`config.mk`:
```
export PLATFORM = sky130hd
export DESIGN_NAME = sync_pulse_gen
export DESIGN_NICKNAME = d
export VERILOG_FILES = /design/src/rtl/sync_pkg.sv /design/src/rtl/sync_edge_det.sv /design/src/rtl/raster_counters.sv /design/src/rtl/pulse_decode.sv /design/src/rtl/sync_shaper.sv /design/src/rtl/sync_pulse_gen.sv
export SDC_FILE = /design/constraint.sdc
export NUM_CORES = 1
export LEC_CHECK = 0
export BUFFER_PORTS_ARGS = -buffer_cell sky130_fd_sc_hd__buf_2
export CAP_MARGIN = 5
export CORE_UTILIZATION = 28
export CTS_BUF_LIST = sky130_fd_sc_hd__clkbuf_4 sky130_fd_sc_hd__clkbuf_8 sky130_fd_sc_hd__clkbuf_16
export DETAILED_ROUTE_END_ITERATION = 10
export GPL_TIMING_DRIVEN = 0
export SLEW_MARGIN = 20
export SYNTH_ARGS = -nofsm -noshare
export SYNTH_HDL_FRONTEND = slang
export SYNTH_SLANG_ARGS = --single-unit
```
`constraint.sdc`:
```
create_clock -name clk -period 11.85 [get_ports clk]
set_input_delay 0 -clock clk [delete_from_list [all_inputs] [get_ports clk]]
set_output_delay 0 -clock clk [all_outputs]
set_load 0.01 [all_outputs]
```
`src/rtl/sync_pkg.sv`:
```
package sync_pkg;

   localparam int PIX_W  = 12;
   localparam int LINE_W = 11;
   localparam int AMP_W  = 8;
   localparam int LVL_W  = 8;

   localparam logic [3:0] HD_CODE = 4'd4;
   localparam logic [3:0] SD_CODE = 4'd0;

   typedef struct packed {
      logic [PIX_W-1:0]  h_total;
      logic [PIX_W-1:0]  hs_len;
      logic [PIX_W-1:0]  burst_s;
      logic [PIX_W-1:0]  burst_e;
      logic [PIX_W-1:0]  act_s;
      logic [PIX_W-1:0]  act_e;
      logic [PIX_W-1:0]  broad_s;
      logic [PIX_W-1:0]  broad_e;
      logic [LINE_W-1:0] v_total;
      logic [LINE_W-1:0] vs_lines;
      logic [LINE_W-1:0] vact_s;
      logic [LINE_W-1:0] vact_e;
   } raster_preset_t;

   localparam raster_preset_t HD_PRESET = '{
      h_total: 12'd1650, hs_len: 12'd40,
      burst_s: 12'd60,   burst_e: 12'd140,
      act_s:   12'd260,  act_e:   12'd1540,
      broad_s: 12'd0,    broad_e: 12'd1400,
      v_total: 11'd750,  vs_lines: 11'd5,
      vact_s:  11'd25,   vact_e:  11'd745 };

   localparam raster_preset_t SD_PRESET = '{
      h_total: 12'd858,  hs_len: 12'd64,
      burst_s: 12'd76,   burst_e: 12'd110,
      act_s:   12'd130,  act_e:   12'd850,
      broad_s: 12'd0,    broad_e: 12'd365,
      v_total: 11'd525,  vs_lines: 11'd3,
      vact_s:  11'd20,   vact_e:  11'd263 };

   function automatic raster_preset_t preset_for(input logic sd, input logic [3:0] code);
      raster_preset_t p;
      case ({sd, code})
         {1'b0, HD_CODE}: p = HD_PRESET;
         {1'b1, SD_CODE}: p = SD_PRESET;
         default:         p = sd ? SD_PRESET : HD_PRESET;
      endcase
      return p;
   endfunction

   // Cubic smoothstep, close to a raised cosine, full scale 255.
   function automatic int ramp_point(input int i, input int n);
      return (255 * (3 * i * i * n - 2 * i * i * i)) / (n * n * n);
   endfunction

endpackage

```
`src/rtl/sync_edge_det.sv`:
```
module sync_edge_det #(
   parameter int STAGES = 2
) (
   input  logic clk,
   input  logic rst_n,
   input  logic din_n,
   output logic fall
);
   logic [STAGES:0] chain;

   always_ff @(posedge clk or negedge rst_n) begin
      if (!rst_n) chain <= '1;
      else        chain <= {chain[STAGES-1:0], din_n};
   end

   assign fall = chain[STAGES] & ~chain[STAGES-1];
endmodule

```
`src/rtl/raster_counters.sv`:
```
module raster_counters
   import sync_pkg::*;
(
   input  logic              clk,
   input  logic              rst_n,
   input  logic              h_fall,
   input  logic              v_fall,
   input  logic              field_in,
   input  logic [PIX_W-1:0]  h_total,
   input  logic [LINE_W-1:0] v_total,
   output logic [PIX_W-1:0]  pix,
   output logic [LINE_W-1:0] line,
   output logic              field_q
);
   logic line_start;
   logic line_last;

   assign line_start = h_fall || (pix == h_total - PIX_W'(1));
   assign line_last  = (line == v_total - LINE_W'(1));

   always_ff @(posedge clk or negedge rst_n) begin
      if (!rst_n) begin
         pix     <= '0;
         line    <= '0;
         field_q <= 1'b0;
      end else begin
         pix <= line_start ? '0 : pix + PIX_W'(1);
         if (v_fall) begin
            line    <= '0;
            field_q <= field_in;
         end else if (line_start) begin
            line <= line_last ? '0 : line + LINE_W'(1);
         end
      end
   end
endmodule

```
`src/rtl/pulse_decode.sv`:
```
module pulse_decode
   import sync_pkg::*;
(
   input  logic              clk,
   input  logic              rst_n,
   input  raster_preset_t    p,
   input  logic [PIX_W-1:0]  pix,
   input  logic [LINE_W-1:0] line,
   input  logic              field_q,
   output logic [PIX_W-1:0]  pix_o,
   output logic [LINE_W-1:0] line_o,
   output logic              field_o,
   output logic              blank_o,
   output logic              hs_o,
   output logic              vs_o,
   output logic              broad_o,
   output logic              burst_o,
   output logic              csync_o
);
   logic hs, vs, broad, burst, h_act, v_act;

   always_comb begin
      hs    = pix < p.hs_len;
      vs    = line < p.vs_lines;
      h_act = (pix >= p.act_s) && (pix < p.act_e);
      v_act = (line >= p.vact_s) && (line < p.vact_e);
      broad = vs && (pix >= p.broad_s) && (pix < p.broad_e);
      burst = !vs && (pix >= p.burst_s) && (pix < p.burst_e);
   end

   always_ff @(posedge clk or negedge rst_n) begin
      if (!rst_n) begin
         pix_o   <= '0;
         line_o  <= '0;
         field_o <= 1'b0;
         blank_o <= 1'b0;
         hs_o    <= 1'b0;
         vs_o    <= 1'b0;
         broad_o <= 1'b0;
         burst_o <= 1'b0;
         csync_o <= 1'b0;
      end else begin
         pix_o   <= pix;
         line_o  <= line;
         field_o <= field_q;
         blank_o <= !(h_act && v_act);
         hs_o    <= hs;
         vs_o    <= vs;
         broad_o <= broad;
         burst_o <= burst;
         csync_o <= vs ? broad : hs;
      end
   end
endmodule

```
`src/rtl/sync_shaper.sv`:
```
module sync_shaper
   import sync_pkg::*;
#(
   parameter int RAMP_LEN = 16,
   parameter int AMP_MAX  = 166
) (
   input  logic             clk,
   input  logic             rst_n,
   input  logic             csync,
   input  logic [AMP_W-1:0] amp,
   output logic [LVL_W-1:0] level
);
   localparam int PH_W = $clog2(RAMP_LEN + 1);

   logic [PH_W-1:0]        ph;
   logic [AMP_W-1:0]       amp_q;
   logic [7:0]             lut [RAMP_LEN+1];
   logic [AMP_W+7:0]       prod;

   for (genvar i = 0; i <= RAMP_LEN; i++) begin : g_lut
      assign lut[i] = 8'(ramp_point(i, RAMP_LEN));
   end

   always_ff @(posedge clk or negedge rst_n) begin
      if (!rst_n) begin
         ph    <= '0;
         amp_q <= '0;
      end else begin
         amp_q <= (amp > AMP_W'(AMP_MAX)) ? AMP_W'(AMP_MAX) : amp;
         if (csync) begin
            if (ph != PH_W'(RAMP_LEN)) ph <= ph + PH_W'(1);
         end else begin
            if (ph != '0) ph <= ph - PH_W'(1);
         end
      end
   end

   assign prod  = lut[ph] * amp_q;
   assign level = LVL_W'(prod >> 8);
endmodule

```
`src/rtl/sync_pulse_gen.sv`:
```
module sync_pulse_gen
   import sync_pkg::*;
#(
   parameter int SYNC_STAGES = 2,
   parameter int RAMP_LEN    = 16,
   parameter int AMP_MAX     = 166
) (
   input  logic              clk,
   input  logic              rst_n,
   input  logic              hsync_n,
   input  logic              vsync_n,
   input  logic              field_in,
   input  logic              sd_mode,
   input  logic [3:0]        std_code,
   input  logic [AMP_W-1:0]  sync_amp,
   output logic [PIX_W-1:0]  pix_cnt,
   output logic [LINE_W-1:0] line_cnt,
   output logic              field_out,
   output logic              blank,
   output logic              hsync_pulse,
   output logic              vsync_pulse,
   output logic              broad_pulse,
   output logic              burst_gate,
   output logic              csync,
   output logic [LVL_W-1:0]  sync_level
);
   if (SYNC_STAGES < 2) begin : g_bad_stages
      $error("SYNC_STAGES must be at least 2");
   end
   if (RAMP_LEN < 2 || RAMP_LEN > 64) begin : g_bad_ramp
      $error("RAMP_LEN must lie in 2..64");
   end
   if (AMP_MAX < 1 || AMP_MAX > 255) begin : g_bad_amp
      $error("AMP_MAX must fit the amplitude field");
   end

   raster_preset_t    preset;
   logic              h_fall, v_fall, field_q;
   logic [PIX_W-1:0]  pix;
   logic [LINE_W-1:0] line;

   assign preset = preset_for(sd_mode, std_code);

   sync_edge_det #(.STAGES(SYNC_STAGES)) u_hdet (
      .clk(clk), .rst_n(rst_n), .din_n(hsync_n), .fall(h_fall));

   sync_edge_det #(.STAGES(SYNC_STAGES)) u_vdet (
      .clk(clk), .rst_n(rst_n), .din_n(vsync_n), .fall(v_fall));

   raster_counters u_cnt (
      .clk(clk), .rst_n(rst_n), .h_fall(h_fall), .v_fall(v_fall),
      .field_in(field_in), .h_total(preset.h_total), .v_total(preset.v_total),
      .pix(pix), .line(line), .field_q(field_q));

   pulse_decode u_dec (
      .clk(clk), .rst_n(rst_n), .p(preset), .pix(pix), .line(line),
      .field_q(field_q), .pix_o(pix_cnt), .line_o(line_cnt),
      .field_o(field_out), .blank_o(blank), .hs_o(hsync_pulse),
      .vs_o(vsync_pulse), .broad_o(broad_pulse), .burst_o(burst_gate),
      .csync_o(csync));

   sync_shaper #(.RAMP_LEN(RAMP_LEN), .AMP_MAX(AMP_MAX)) u_shape (
      .clk(clk), .rst_n(rst_n), .csync(csync), .amp(sync_amp),
      .level(sync_level));
endmodule

```
==> impl_table.tex, run 1 <==
\begin{tabular}{lr}
\hline
Metric & Value \\
\hline
\multicolumn{2}{l}{\textbf{Run status}} \\
\quad Result of the run & complete, no violations \\
\multicolumn{2}{l}{\textbf{Placed design}} \\
\quad IO buf count & just over 50 \\
\quad Detailed placement HPWL & about 8600 um \\
\quad RD Place Congestion & between 0.7 and 0.8 \\
\multicolumn{2}{l}{\textbf{Layout}} \\
\quad Leading cell type in the layout, fill and taps excluded & ha\_1 \\
\quad Final core occ & roughly 34\% \\
\quad Commonest non-fill, non-tap cells in the layout & 72 x ha\_1, 67 x dfrtp\_1, 58 x inv\_1, 53 x buf\_2, 46 x nor2b\_1 \\
\quad Share of post-route cells with drive strength above 1 & between 10\% and 20\% \\
\quad Count of fill cells added during filler insertion & a little over 2000 \\
\quad Diode count & 0 \\
\quad Area growth syn-to-layout & 18.7\% \\
\quad Net count, final & roughly 760 \\
\multicolumn{2}{l}{\textbf{Critical path}} \\
\quad Slack of the worst reg-to-reg path & between 9000 and 10000 ps \\
\quad Type of element launching the critical path & register \\
\quad Worst path arrival time & 6450 ps \\
\quad Beginning of the worst register-to-register path & u\_cnt.pix[3] \\
\quad Maximum fanout count along the critical path & 12 \\
\quad Crit Path Category & reg -> out \\
\quad CP Capture Type & output pin \\
\quad Reg2reg end & u\_cnt.line[7] \\
\quad Critical Path RT & between 10000 and 15000 ps \\
\quad Length in cells of the worst reg-to-reg path & 9 \\
\quad Crit path capture & sync\_level[6] \\
\quad Launching instance or port of the critical path & u\_shape.ph[1] \\
\multicolumn{2}{l}{\textbf{Detailed routing}} \\
\quad Wirelength per Cell & about 12 um \\
\quad Final routed wirelength across all metal layers & roughly 11000 um \\
\quad Post-DR vias/cell & $\sim$4.4 \\
\quad Number of DRC violations after detailed routing & 0 \\
\quad Vias post-DR & roughly 4000 \\
\quad Initial DRT Pass Iterations & 4 \\
\quad DRC marker count from the first detailed-route iteration & between 100 and 150 \\
\quad Number of antenna-violating nets in the routed design & 0 \\
\multicolumn{2}{l}{\textbf{Synth}} \\
\quad Share of async-settable or async-resettable flops after synthesis & 100\% \\
\quad Summed instance area of the synthesized netlist & 0.00562 mm\^{}2 \\
\quad Number of enable flip-flop cells after synthesis & 0 \\
\quad Cell variety after synth & 55 \\
\quad Sequential element share of the synthesized area & 32.7\% \\
\quad Number of warnings reported in the yosys synthesis log & 0 \\
\quad Mean instance size in the synthesized netlist & about 10 um\^{}2 \\
\quad Dominant synthesized flop cell & dfrtp\_1 \\
\quad Post-synth net total & between 600 and 700 \\
\quad Mapped Cells & 561 \\
\quad Seq cells post-synth & 73 \\
\multicolumn{2}{l}{\textbf{Die}} \\
\quad Area enclosed by the die boundary & about 0.021 mm\^{}2 \\
\quad Area of the core & 0.0196 mm\^{}2 \\
\quad Y dimension of the die & 144 um \\
\quad Total I/O pin count & 56 \\
\quad Num rows & a little over 50 \\
\quad Die width & roughly 140 um \\
\quad Initial cell density of the core & between 20\% and 30\% \\
\multicolumn{2}{l}{\textbf{GRT}} \\
\quad Antenna violations before repair & 0 \\
\quad Global router's overall resource usage & around an eighth \\
\quad Number of global-route vias before repair & between 4000 and 5000 \\
\quad Maximum number of pins on one net before global-route repair & 40 \\
\quad Global-route wire length before repair & roughly 19000 um \\
\quad Overall overflow remaining after global route & 0 \\
\multicolumn{2}{l}{\textbf{Clocking}} \\
\quad Clock latency at the later pin of the worst-skew pair & 330 ps \\
\quad Clock buffers created by TritonCTS & 9 \\
\quad Library cell used as clock root buffer & clkbuf\_16 \\
\quad Post-CTS setup-driven buffer insertion count & 0 \\
\quad Clock Tree Buf Depth & 2 \\
\quad Clock tree from TritonCTS & done \\
\quad CTS clk-pin slew, worst paths & 60 ps \\
\quad Number of levels the H-tree was split into & 3 \\
\quad Sink count of the clock tree & 73 \\
\multicolumn{2}{l}{\textbf{Timing}} \\
\quad Maximum clock frequency & roughly 0.16 GHz \\
\quad Worst clock skew on the final layout & roughly 3.5 ps \\
\quad Max Transition Viols Final & 0 \\
\quad Finish-stage setup viols & 0 \\
\quad Slew margin rel. & 29.8\% \\
\quad Clock period minus worst slack & 6450 ps \\
\quad Period utilization & 54.4\% \\
\quad Worst slew pin tran & $\sim$1000 ps \\
\quad Accumulated negative setup slack & 0 ps \\
\quad Number of failing hold endpoints at the final stage & 0 \\
\quad Unrepaired setup endpoints after global routing & false \\
\quad WHS & 128 ps \\
\multicolumn{2}{l}{\textbf{Hold path}} \\
\quad Type of the worst min-delay path & in -> reg \\
\quad Launch instance of the worst min-delay path & sync\_amp[6] \\
\multicolumn{2}{l}{\textbf{Job}} \\
\quad Max-capacitance violation count & 0 \\
\hline
\end{tabular}
==> metrics by stage <==
step                      instance area (um^2)  cells  setup slack [ps]
final                                     6670    906              5400
after detailed placement                  6220    878              5690
after floorplan                           5620    561              6510
after CTS                                 6670    906              5330
after global routing                      6670    906              4920
after global placement                    6200    877              5750
==> critical path, stage by stage, from the launching register on <==
cell      delay [ps]
dfrtp_1          590
inv_1            220
ha_1             350
nand2_1           90
o21ai_0           80
a211oi_1         840
nor2b_1          150
fa_1             540
inv_1             50
fa_1             480
inv_1             50
fa_1             500
fa_1             500
ha_1             340
a21oi_1          160
o21ai_0          120
a22o_1           200
a31oi_2          250
and2b_1          220
o21ai_1           90
xor2_1           150
buf_2            140
==> cells by family after synthesis <==
group / count (synthesis) / share of synthesized area [%]
DFF: 73 / 32.7
adders and majority gates: 108 / 28.9
muxes: 6 / 1.14
AOI/OAI and AO/OA: 92 / 10.6
xor gates and xnor gates: 22 / 3.43
and+or+nand+nor: 192 / 18.7
buffers and inverters: 68 / 4.61
==> per-layer routing <==
layer / wire (um) / vias up / global-route usage [%]
met5: 0 / - / 0
met2: 5490 / 56 / 19.5
met1: 5280 / 1916 / 15.0
met4: 127 / 0 / 3.64
met3: 293 / 13 / 2.27
li1: - / 2034 / -
==> sequential cells by signal, indices dropped and copies added (netlist names) <==
register and cells:
u_dec.pix_o 12, u_dec.blank_o 1, u_dec.vs_o 1, u_dec.line_o 11, u_dec.broad_o 1, u_dec.field_o 1, u_shape.amp_q 8, u_cnt.field_q 1
u_vdet.chain 3, u_cnt.line 11, u_hdet.chain 3, u_dec.csync_o 1, u_dec.hs_o 1, u_cnt.pix 12, u_shape.ph 5, u_dec.burst_o 1
==> worst min-delay path by stage <==
stage | endpoint | slack, ps | depth (start not counted)
finish | u_shape.amp_q[3] | 130 | 4
global route | u_cnt.line[1] | 190 | 2
CTS | u_shape.amp_q[3] | 120 | 4
detailed placement | u_cnt.line[2] | -10 | 1
global placement | u_hdet.chain[0] | 110 | 1
floorplan | u_cnt.field_q | -300 | 0
==> final cells by class <==
type,instances,area (um^2),share of cell area [%]
Buffer,10,41.3,0.619
Clock buffer,10,233,3.49
Timing Repair Buffer,64,398,5.97
Inverter,58,218,3.27
Multi-Input combinational cell,420,3520,52.8
Tap cell,265,332,4.97
Clock inverter,6,90.1,1.35
Sequential cell,73,1830,27.5
==> synthesized netlist by cell type (2+ instances only) <==
| library cell | count | area [um^2] |
|---|---|---|
| o21ai_0 | 26 | 130 |
| o31ai_1 | 10 | 75.1 |
| nor2_1 | 42 | 158 |
| o22ai_1 | 2 | 12.5 |
| nand2_1 | 24 | 90.1 |
| buf_2 | 3 | 15.0 |
| dfstp_2 | 6 | 158 |
| and4_1 | 2 | 17.5 |
| or2_2 | 3 | 18.8 |
| xnor2_1 | 12 | 105 |
| mux2_2 | 3 | 33.8 |
| nand3_1 | 12 | 60.1 |
| nand4_1 | 2 | 12.5 |
| nor4_1 | 4 | 25.0 |
| nand3b_1 | 4 | 30.0 |
| clkbuf_1 | 7 | 26.3 |
| nor2b_1 | 46 | 288 |
| nor3_1 | 6 | 30.0 |
| dfrtp_1 | 67 | 1680 |
| o21ai_1 | 2 | 10.0 |
| and3_1 | 7 | 43.8 |
| a21oi_1 | 25 | 125 |
| inv_1 | 58 | 218 |
| fa_1 | 36 | 721 |
| a21o_1 | 7 | 52.6 |
| a211oi_1 | 5 | 37.5 |
| mux2i_1 | 3 | 30.0 |
| and2b_1 | 4 | 30.0 |
| xor2_1 | 10 | 87.6 |
| o311ai_0 | 2 | 17.5 |
| and2_1 | 15 | 93.8 |
| ha_1 | 72 | 901 |
| nand2b_1 | 12 | 75.1 |
==> what timing repair did <==
item	in CTS	in global routing
endpoints found under the setup margin	0	0
endpoints found under the hold margin	45	0
gates resized for setup	0	0
hold buffers	12	0
Power of run 1 is left out: the tool's default activity adds up to more than one toggle a clock period on the data nets, which glitch-free logic cannot reach.
==> inputs of run 2 (changes only) <==
clock period = 5.46 ns   (was 11.85 ns; I/O delays follow)
==> impl_table.tex, run 2 (synthesized netlist as in run 1, its figures left out) <==
\begin{tabular}{lr}
\hline
Metric & Value \\
\hline
\multicolumn{2}{l}{\textbf{Critical path}} \\
\quad CP Capture Type & output pin (unchanged) \\
\quad Type of element launching the critical path & register (unchanged) \\
\quad Crit Path Category & reg -> out (unchanged) \\
\quad Worst path arrival time & 5380 ps (was 6450 ps) \\
\quad Critical Path RT & 5460 ps (was 11850 ps) \\
\quad Maximum fanout count along the critical path & 5 (was 12) \\
\multicolumn{2}{l}{\textbf{Placed design}} \\
\quad RD Place Congestion & 0.784 (unchanged) \\
\quad Detailed placement HPWL & 8590 um (unchanged) \\
\quad IO buf count & 51 (unchanged) \\
\multicolumn{2}{l}{\textbf{GRT}} \\
\quad Global router's overall resource usage & 11.8\% (was 11.6\%) \\
\quad Number of global-route vias before repair & 4109 (was 4009) \\
\quad Overall overflow remaining after global route & 0 (unchanged) \\
\quad Antenna violations before repair & 0 (unchanged) \\
\quad Maximum number of pins on one net before global-route repair & 40 (unchanged) \\
\quad Global-route wire length before repair & 19400 um (was 19100 um) \\
\multicolumn{2}{l}{\textbf{Detailed routing}} \\
\quad Post-DR vias/cell & 4.45 (was 4.44) \\
\quad Number of DRC violations after detailed routing & 0 (unchanged) \\
\quad Final routed wirelength across all metal layers & 11700 um (was 11200 um) \\
\quad Number of antenna-violating nets in the routed design & 0 (unchanged) \\
\quad Wirelength per Cell & 12.6 um (was 12.3 um) \\
\quad DRC marker count from the first detailed-route iteration & 123 (was 101) \\
\quad Vias post-DR & 4132 (was 4019) \\
\quad Initial DRT Pass Iterations & 4 (unchanged) \\
\multicolumn{2}{l}{\textbf{Layout}} \\
\quad Diode count & 0 (unchanged) \\
\quad Share of post-route cells with drive strength above 1 & 24.1\% (was 13.7\%) \\
\quad Leading cell type in the layout, fill and taps excluded & ha\_1 (unchanged) \\
\quad Biggest registers after layout & u\_cnt.pix: 12 flops, u\_dec.pix\_o: 12 flops (unchanged) \\
\quad Final core occ & 36.3\% (was 34.0\%) \\
\quad Area growth syn-to-layout & 26.6\% (was 18.7\%) \\
\quad Commonest non-fill, non-tap cells in the layout & 64 x ha\_1, 63 x dfrtp\_1, 54 x inv\_1, 52 x buf\_2, 42 x nor2b\_1 (was 72 x ha\_1, 67 x dfrtp\_1, 58 x inv\_1, 53 x buf\_2, 46 x nor2b\_1) \\
\quad Net count, final & 785 (was 762) \\
\multicolumn{2}{l}{\textbf{Clocking}} \\
\quad Clock tree from TritonCTS & done (unchanged) \\
\quad Sink count of the clock tree & 73 (unchanged) \\
\quad Clock latency at the later pin of the worst-skew pair & 330 ps (about the same) \\
\quad Number of levels the H-tree was split into & 3 (unchanged) \\
\quad Clock Tree Buf Depth & 2 (unchanged) \\
\quad Library cell used as clock root buffer & clkbuf\_16 (unchanged) \\
\quad CTS clk-pin slew, worst paths & 60 ps (about the same) \\
\quad Clock buffers created by TritonCTS & 9 (unchanged) \\
\multicolumn{2}{l}{\textbf{Job}} \\
\quad Max-capacitance violation count & 0 (unchanged) \\
\multicolumn{2}{l}{\textbf{Die}} \\
\quad Area enclosed by the die boundary & 0.0206 mm\^{}2 (unchanged) \\
\quad Area of the core & 0.0196 mm\^{}2 (unchanged) \\
\quad Y dimension of the die & 144 um (unchanged) \\
\quad Die width & 144 um (unchanged) \\
\quad Total I/O pin count & 56 (unchanged) \\
\quad Initial cell density of the core & 28.7\% (unchanged) \\
\quad Num rows & 51 (unchanged) \\
\multicolumn{2}{l}{\textbf{Hold path}} \\
\quad Type of the worst min-delay path & in -> reg (unchanged) \\
\multicolumn{2}{l}{\textbf{Run status}} \\
\quad Result of the run & complete, no violations (unchanged) \\
\multicolumn{2}{l}{\textbf{Timing}} \\
\quad Number of failing hold endpoints at the final stage & 0 (unchanged) \\
\quad Worst clock skew on the final layout & 3.85 ps (was 3.52 ps) \\
\quad Finish-stage setup viols & 0 (unchanged) \\
\quad Maximum clock frequency & between 0.15 and 0.2 GHz \\
\quad WHS & 129 ps (was 128 ps) \\
\quad Slew margin rel. & 68.0\% (was 29.8\%) \\
\quad Max Transition Viols Final & 0 (unchanged) \\
\quad Clock period minus worst slack & approximately 5400 ps \\
\quad Worst slew pin tran & 474 ps (was 1050 ps) \\
\quad Period utilization & slightly below 100\% \\
\quad Unrepaired setup endpoints after global routing & true (was false) \\
\hline
\end{tabular}
## run 2: cell types whose count changed in the layout (fill, tap and decap cells not counted), moves of 5 or more
| cell | before | now |
|---|---|---|
| a21oi_1 | 25 | 19 |
| a21oi_2 | 1 | 7 |
| ha_4 | 0 | 6 |
| buf_4 | 1 | 21 |
| a211oi_1 | 5 | 0 |
| ha_1 | 72 | 64 |
## run 2: critical path, stage by stage, from the launching register on
cell and delay, ps:
dfrtp_2 430, inv_4 100, ha_4 210, nand2_2 80, o21ai_2 70, a211oi_4 300, buf_4 180, nor2b_1 50
fa_1 490, inv_2 40, fa_1 540, inv_2 40, fa_1 540, fa_1 460, ha_4 300, nand3b_1 90
nor3_2 260, a31oi_4 140, and2b_2 250, o21bai_1 170, xor2_1 150, buf_2 140
## run 2: final cells by class
cell class                 count  area (um^2)
timing repair buffer          87          582
multi-input combinational    420         3760
inverter                      58          223
clock inverter                 6         90.1
clock buffer                  10          233
buffer                        10         48.8
fill                        1977        12500
tap                          265          332
sequential                    73         1840
## run 2: path summary, 6_finish.rpt
path	from	to	slack [ps]	depth (start not counted)
max reg2reg	u_cnt.pix[3]	u_cnt.line[7]	3020	9
min reg2reg	u_hdet.chain[0]	u_hdet.chain[1]	360	0
min	sync_amp[6]	u_shape.amp_q[3]	130	4
max in group asynchronous	rst_n	u_hdet.chain[1]	4700	3
min in group asynchronous	rst_n	u_cnt.line[2]	160	2
max	u_shape.ph[0]	sync_level[3]	80	21
## run 2: repair_timing
item                       4_1_cts  5_1_grt
hold buffers                    12        0
hold endpoints to repair        45        0
gates resized for setup         22       50
pin swaps                       13       34
setup endpoints to repair        8        7
buffers inserted                13       10
## run 2: metal layers
metal  track usage (%)  vias up  wire (um)
met5                 0        -          0
met4              3.64        0        142
met3              2.27       16        303
met2              19.9       61       5840
met1              15.2     1972       5380
li1                  -     2083          -
## run 2: metrics by stage
| step | cell area (um^2) | std cells | TNS, ps | setup slack, ps |
|---|---|---|---|---|
| global route | 7110 | 929 | -532 | -151 |
| CTS | 6860 | 919 | 0 | 8.94 |
| floorplan | 5620 | 561 | 0 | 121 |
| detailed placement | 6220 | 878 | -4200 | -696 |
| finish | 7110 | 929 | 0 | 82.4 |
| global placement | 6200 | 877 | -3720 | -638 |
Power of run 2 is left out for the same reason.
==> inputs of run 3 (changes only) <==
CORE_ASPECT_RATIO = 0.7   (was not set)
HOLD_SLACK_MARGIN = 0.12   (was not set)
clock period = 6.1 ns   (was 5.46 ns; I/O delays follow)
==> impl_table.tex, run 3 (synthesized netlist as in run 1, its figures left out) <==
\begin{tabular}{lr}
\hline
Metric & Value \\
\hline
\multicolumn{2}{l}{\textbf{Run status}} \\
\quad Result of the run & complete, no violations (unchanged) \\
\multicolumn{2}{l}{\textbf{Detailed routing}} \\
\quad Post-DR vias/cell & 4.52 (was 4.45) \\
\quad Number of DRC violations after detailed routing & 0 (unchanged) \\
\quad Final routed wirelength across all metal layers & 11700 um (about the same) \\
\quad Wirelength per Cell & 12.9 um (was 12.6 um) \\
\quad Initial DRT Pass Iterations & 4 (unchanged) \\
\quad Number of antenna-violating nets in the routed design & 0 (unchanged) \\
\quad DRC marker count from the first detailed-route iteration & 229 (was 123) \\
\quad Vias post-DR & 4117 (was 4132) \\
\multicolumn{2}{l}{\textbf{Critical path}} \\
\quad Maximum fanout count along the critical path & 8 (was 5) \\
\quad Maximum cell stage delay along the critical path & 570 ps (was 540 ps) \\
\quad Slowest CP cell & fa\_1 (unchanged) \\
\quad Type of element launching the critical path & register (unchanged) \\
\quad Most Frequent Cell on Critical Path & fa\_1 (unchanged) \\
\quad Slack of the worst reg-to-reg path & 3740 ps (was 3020 ps) \\
\quad Worst path arrival time & 5730 ps (was 5380 ps) \\
\quad Critical Path RT & 6100 ps (was 5460 ps) \\
\quad Crit Path Category & reg -> out (unchanged) \\
\quad Critical Path, Cell by Cell & buf\_4 > ha\_1 > o21ai\_0 > nor2\_1 > a211oi\_4 > nor2b\_1 > fa\_1 > fa\_1 > fa\_1 > inv\_1 > fa\_1 > inv\_1 > ha\_1 > and2\_1 > a22o\_1 > a31oi\_4 > and2b\_1 > o21ai\_1 > xor2\_1 > buf\_2 (was inv\_4 > ha\_4 > nand2\_2 > o21ai\_2 > a211oi\_4 > buf\_4 > nor2b\_1 > fa\_1 > inv\_2 > fa\_1 > inv\_2 > fa\_1 > fa\_1 > ha\_4 > nand3b\_1 > nor3\_2 > a31oi\_4 > and2b\_2 > o21bai\_1 > xor2\_1 > buf\_2) \\
\quad CP Capture Type & output pin (unchanged) \\
\multicolumn{2}{l}{\textbf{Clocking}} \\
\quad Clock Tree Buf Depth & 2 (unchanged) \\
\quad Clock buffers created by TritonCTS & 9 (unchanged) \\
\quad Clock tree from TritonCTS & done (unchanged) \\
\quad CTS clk-pin slew, worst paths & 60 ps (about the same) \\
\quad Number of levels the H-tree was split into & 3 (unchanged) \\
\quad Library cell used as clock root buffer & clkbuf\_16 (unchanged) \\
\quad Clock latency at the later pin of the worst-skew pair & 330 ps (about the same) \\
\quad Sink count of the clock tree & 73 (unchanged) \\
\multicolumn{2}{l}{\textbf{Timing}} \\
\quad Unrepaired setup endpoints after global routing & false (was true) \\
\quad Worst clock skew on the final layout & 5.32 ps (was 3.85 ps) \\
\quad Clock period minus worst slack & roughly 5700 ps \\
\quad Period utilization & 94.0\% \\
\quad Number of failing hold endpoints at the final stage & 0 (unchanged) \\
\quad Slew margin rel. & 57.3\% (was 68.0\%) \\
\quad Finish-stage setup viols & 0 (unchanged) \\
\quad Maximum clock frequency & about 0.17 GHz \\
\quad Worst slew pin tran & 640 ps (was 474 ps) \\
\quad Max Transition Viols Final & 0 (unchanged) \\
\multicolumn{2}{l}{\textbf{Placed design}} \\
\quad Area after DPL & 0.00623 mm\^{}2 (was 0.00622 mm\^{}2) \\
\quad IO buf count & 51 (unchanged) \\
\quad Detailed placement HPWL & 8770 um (was 8590 um) \\
\quad RD Place Congestion & 0.840 (was 0.784) \\
\multicolumn{2}{l}{\textbf{Die}} \\
\quad Area of the core & 0.0193 mm\^{}2 (was 0.0196 mm\^{}2) \\
\quad Total I/O pin count & 56 (unchanged) \\
\quad Initial cell density of the core & 29.1\% (was 28.7\%) \\
\quad Die width & 171 um (was 144 um) \\
\quad Y dimension of the die & 120 um (was 144 um) \\
\quad Area enclosed by the die boundary & 0.0206 mm\^{}2 (about the same) \\
\quad Num rows & 42 (was 51) \\
\multicolumn{2}{l}{\textbf{Layout}} \\
\quad Leading cell type in the layout, fill and taps excluded & ha\_1 (unchanged) \\
\quad Diode count & 0 (unchanged) \\
\quad Area growth syn-to-layout & 20.8\% (was 26.6\%) \\
\quad Net count, final & 768 (was 785) \\
\quad Biggest registers after layout & u\_cnt.pix: 12 flops, u\_dec.pix\_o: 12 flops (unchanged) \\
\quad Commonest non-fill, non-tap cells in the layout & 72 x ha\_1, 65 x dfrtp\_1, 57 x inv\_1, 53 x buf\_2, 46 x nor2b\_1 (was 64 x ha\_1, 63 x dfrtp\_1, 54 x inv\_1, 52 x buf\_2, 42 x nor2b\_1) \\
\quad Layout Cell Area excl Fill & 0.00678 mm\^{}2 (was 0.00711 mm\^{}2) \\
\quad Share of post-route cells with drive strength above 1 & 15.5\% (was 24.1\%) \\
\multicolumn{2}{l}{\textbf{GRT}} \\
\quad Antenna violations before repair & 0 (unchanged) \\
\quad Met2 demand-to-capacity share in global routing & 18.0\% (was 19.9\%) \\
\quad Met1 Track Usage GR & 18.0\% (was 15.2\%) \\
\quad Global-route wire length before repair & 19800 um (was 19400 um) \\
\quad Routing layer with the top usage in global route & met1 (was met2) \\
\quad Met3 track demand over resource in global routing & 2.00\% (was 2.27\%) \\
\quad Overall overflow remaining after global route & 0 (unchanged) \\
\quad Maximum number of pins on one net before global-route repair & 46 (was 40) \\
\quad Number of global-route vias before repair & 3989 (was 4109) \\
\quad Global router's overall resource usage & 12.1\% (was 11.8\%) \\
\multicolumn{2}{l}{\textbf{Hold path}} \\
\quad Type of the worst min-delay path & in -> reg (unchanged) \\
\multicolumn{2}{l}{\textbf{Job}} \\
\quad Max-capacitance violation count & 0 (unchanged) \\
\hline
\end{tabular}
run 3: stage by stage:
| stage | TNS [ps] | utilization [%] | cells | hold slack [ps] | setup WS, ps |
|---|---|---|---|---|---|
| CTS | 0 | 34.9 | 906 | 122 | 34.2 |
| global route | 0 | 35.2 | 911 | 155 | 34.8 |
| floorplan | 0 | - | 561 | -296 | 761 |
| finish | 0 | 35.2 | 911 | 128 | 369 |
| global placement | -29.2 | 32.2 | 876 | 105 | -23.1 |
| detailed placement | -107 | 32.3 | 877 | -38.9 | -52.6 |
run 3: layout make-up:
type                       instances  area [um^2]
buffer                            10         41.3
clock buffer                      10          233
clock inverter                     6          115
fill                            1973        12500
inverter                          58          218
multi-input combinational        420         3560
sequential                        73         1840
tap                              264          330
timing repair buffer              70          450
run 3: worst paths after layout:
kind / startpoint / end / cells past startpoint
setup / recovery: u_shape.ph[1] / sync_level[6] / 20
setup reg to reg: u_cnt.pix[8] / u_cnt.line[8] / 9
hold / removal: sync_amp[6] / u_shape.amp_q[3] / 4
min in group asynchronous: rst_n / u_dec.line_o[5] / 2
hold reg to reg: u_hdet.chain[0] / u_hdet.chain[1] / 0
max in group asynchronous: rst_n / u_hdet.chain[2] / 3
run 3: repair_timing:
item,CTS,global route
hold buffers,12,0
endpoints found under the hold margin,78,0
gates resized for setup,4,5
setup endpoints to repair,7,7
buffers inserted,1,5
pin swaps,1,1
run 3: critical path: cells and delay by family (launching register included):
family / cells / cell delay [ps]
and+or+nand+nor: 4 / 620
xor gates and xnor gates: 1 / 140
adders and majority gates: 6 / 2610
DFF: 1 / 450
AOI/OAI and AO/OA: 5 / 1150
buffers and inverters: 4 / 420
run 3: per-layer routing:
metal / up-vias / part of all wire (%)
met5: - / 0
li1: 2056 / -
met4: 0 / 0.85
met2: 56 / 42
met3: 9 / 2.6
met1: 1996 / 54
Power of run 3 is left out for the same reason.
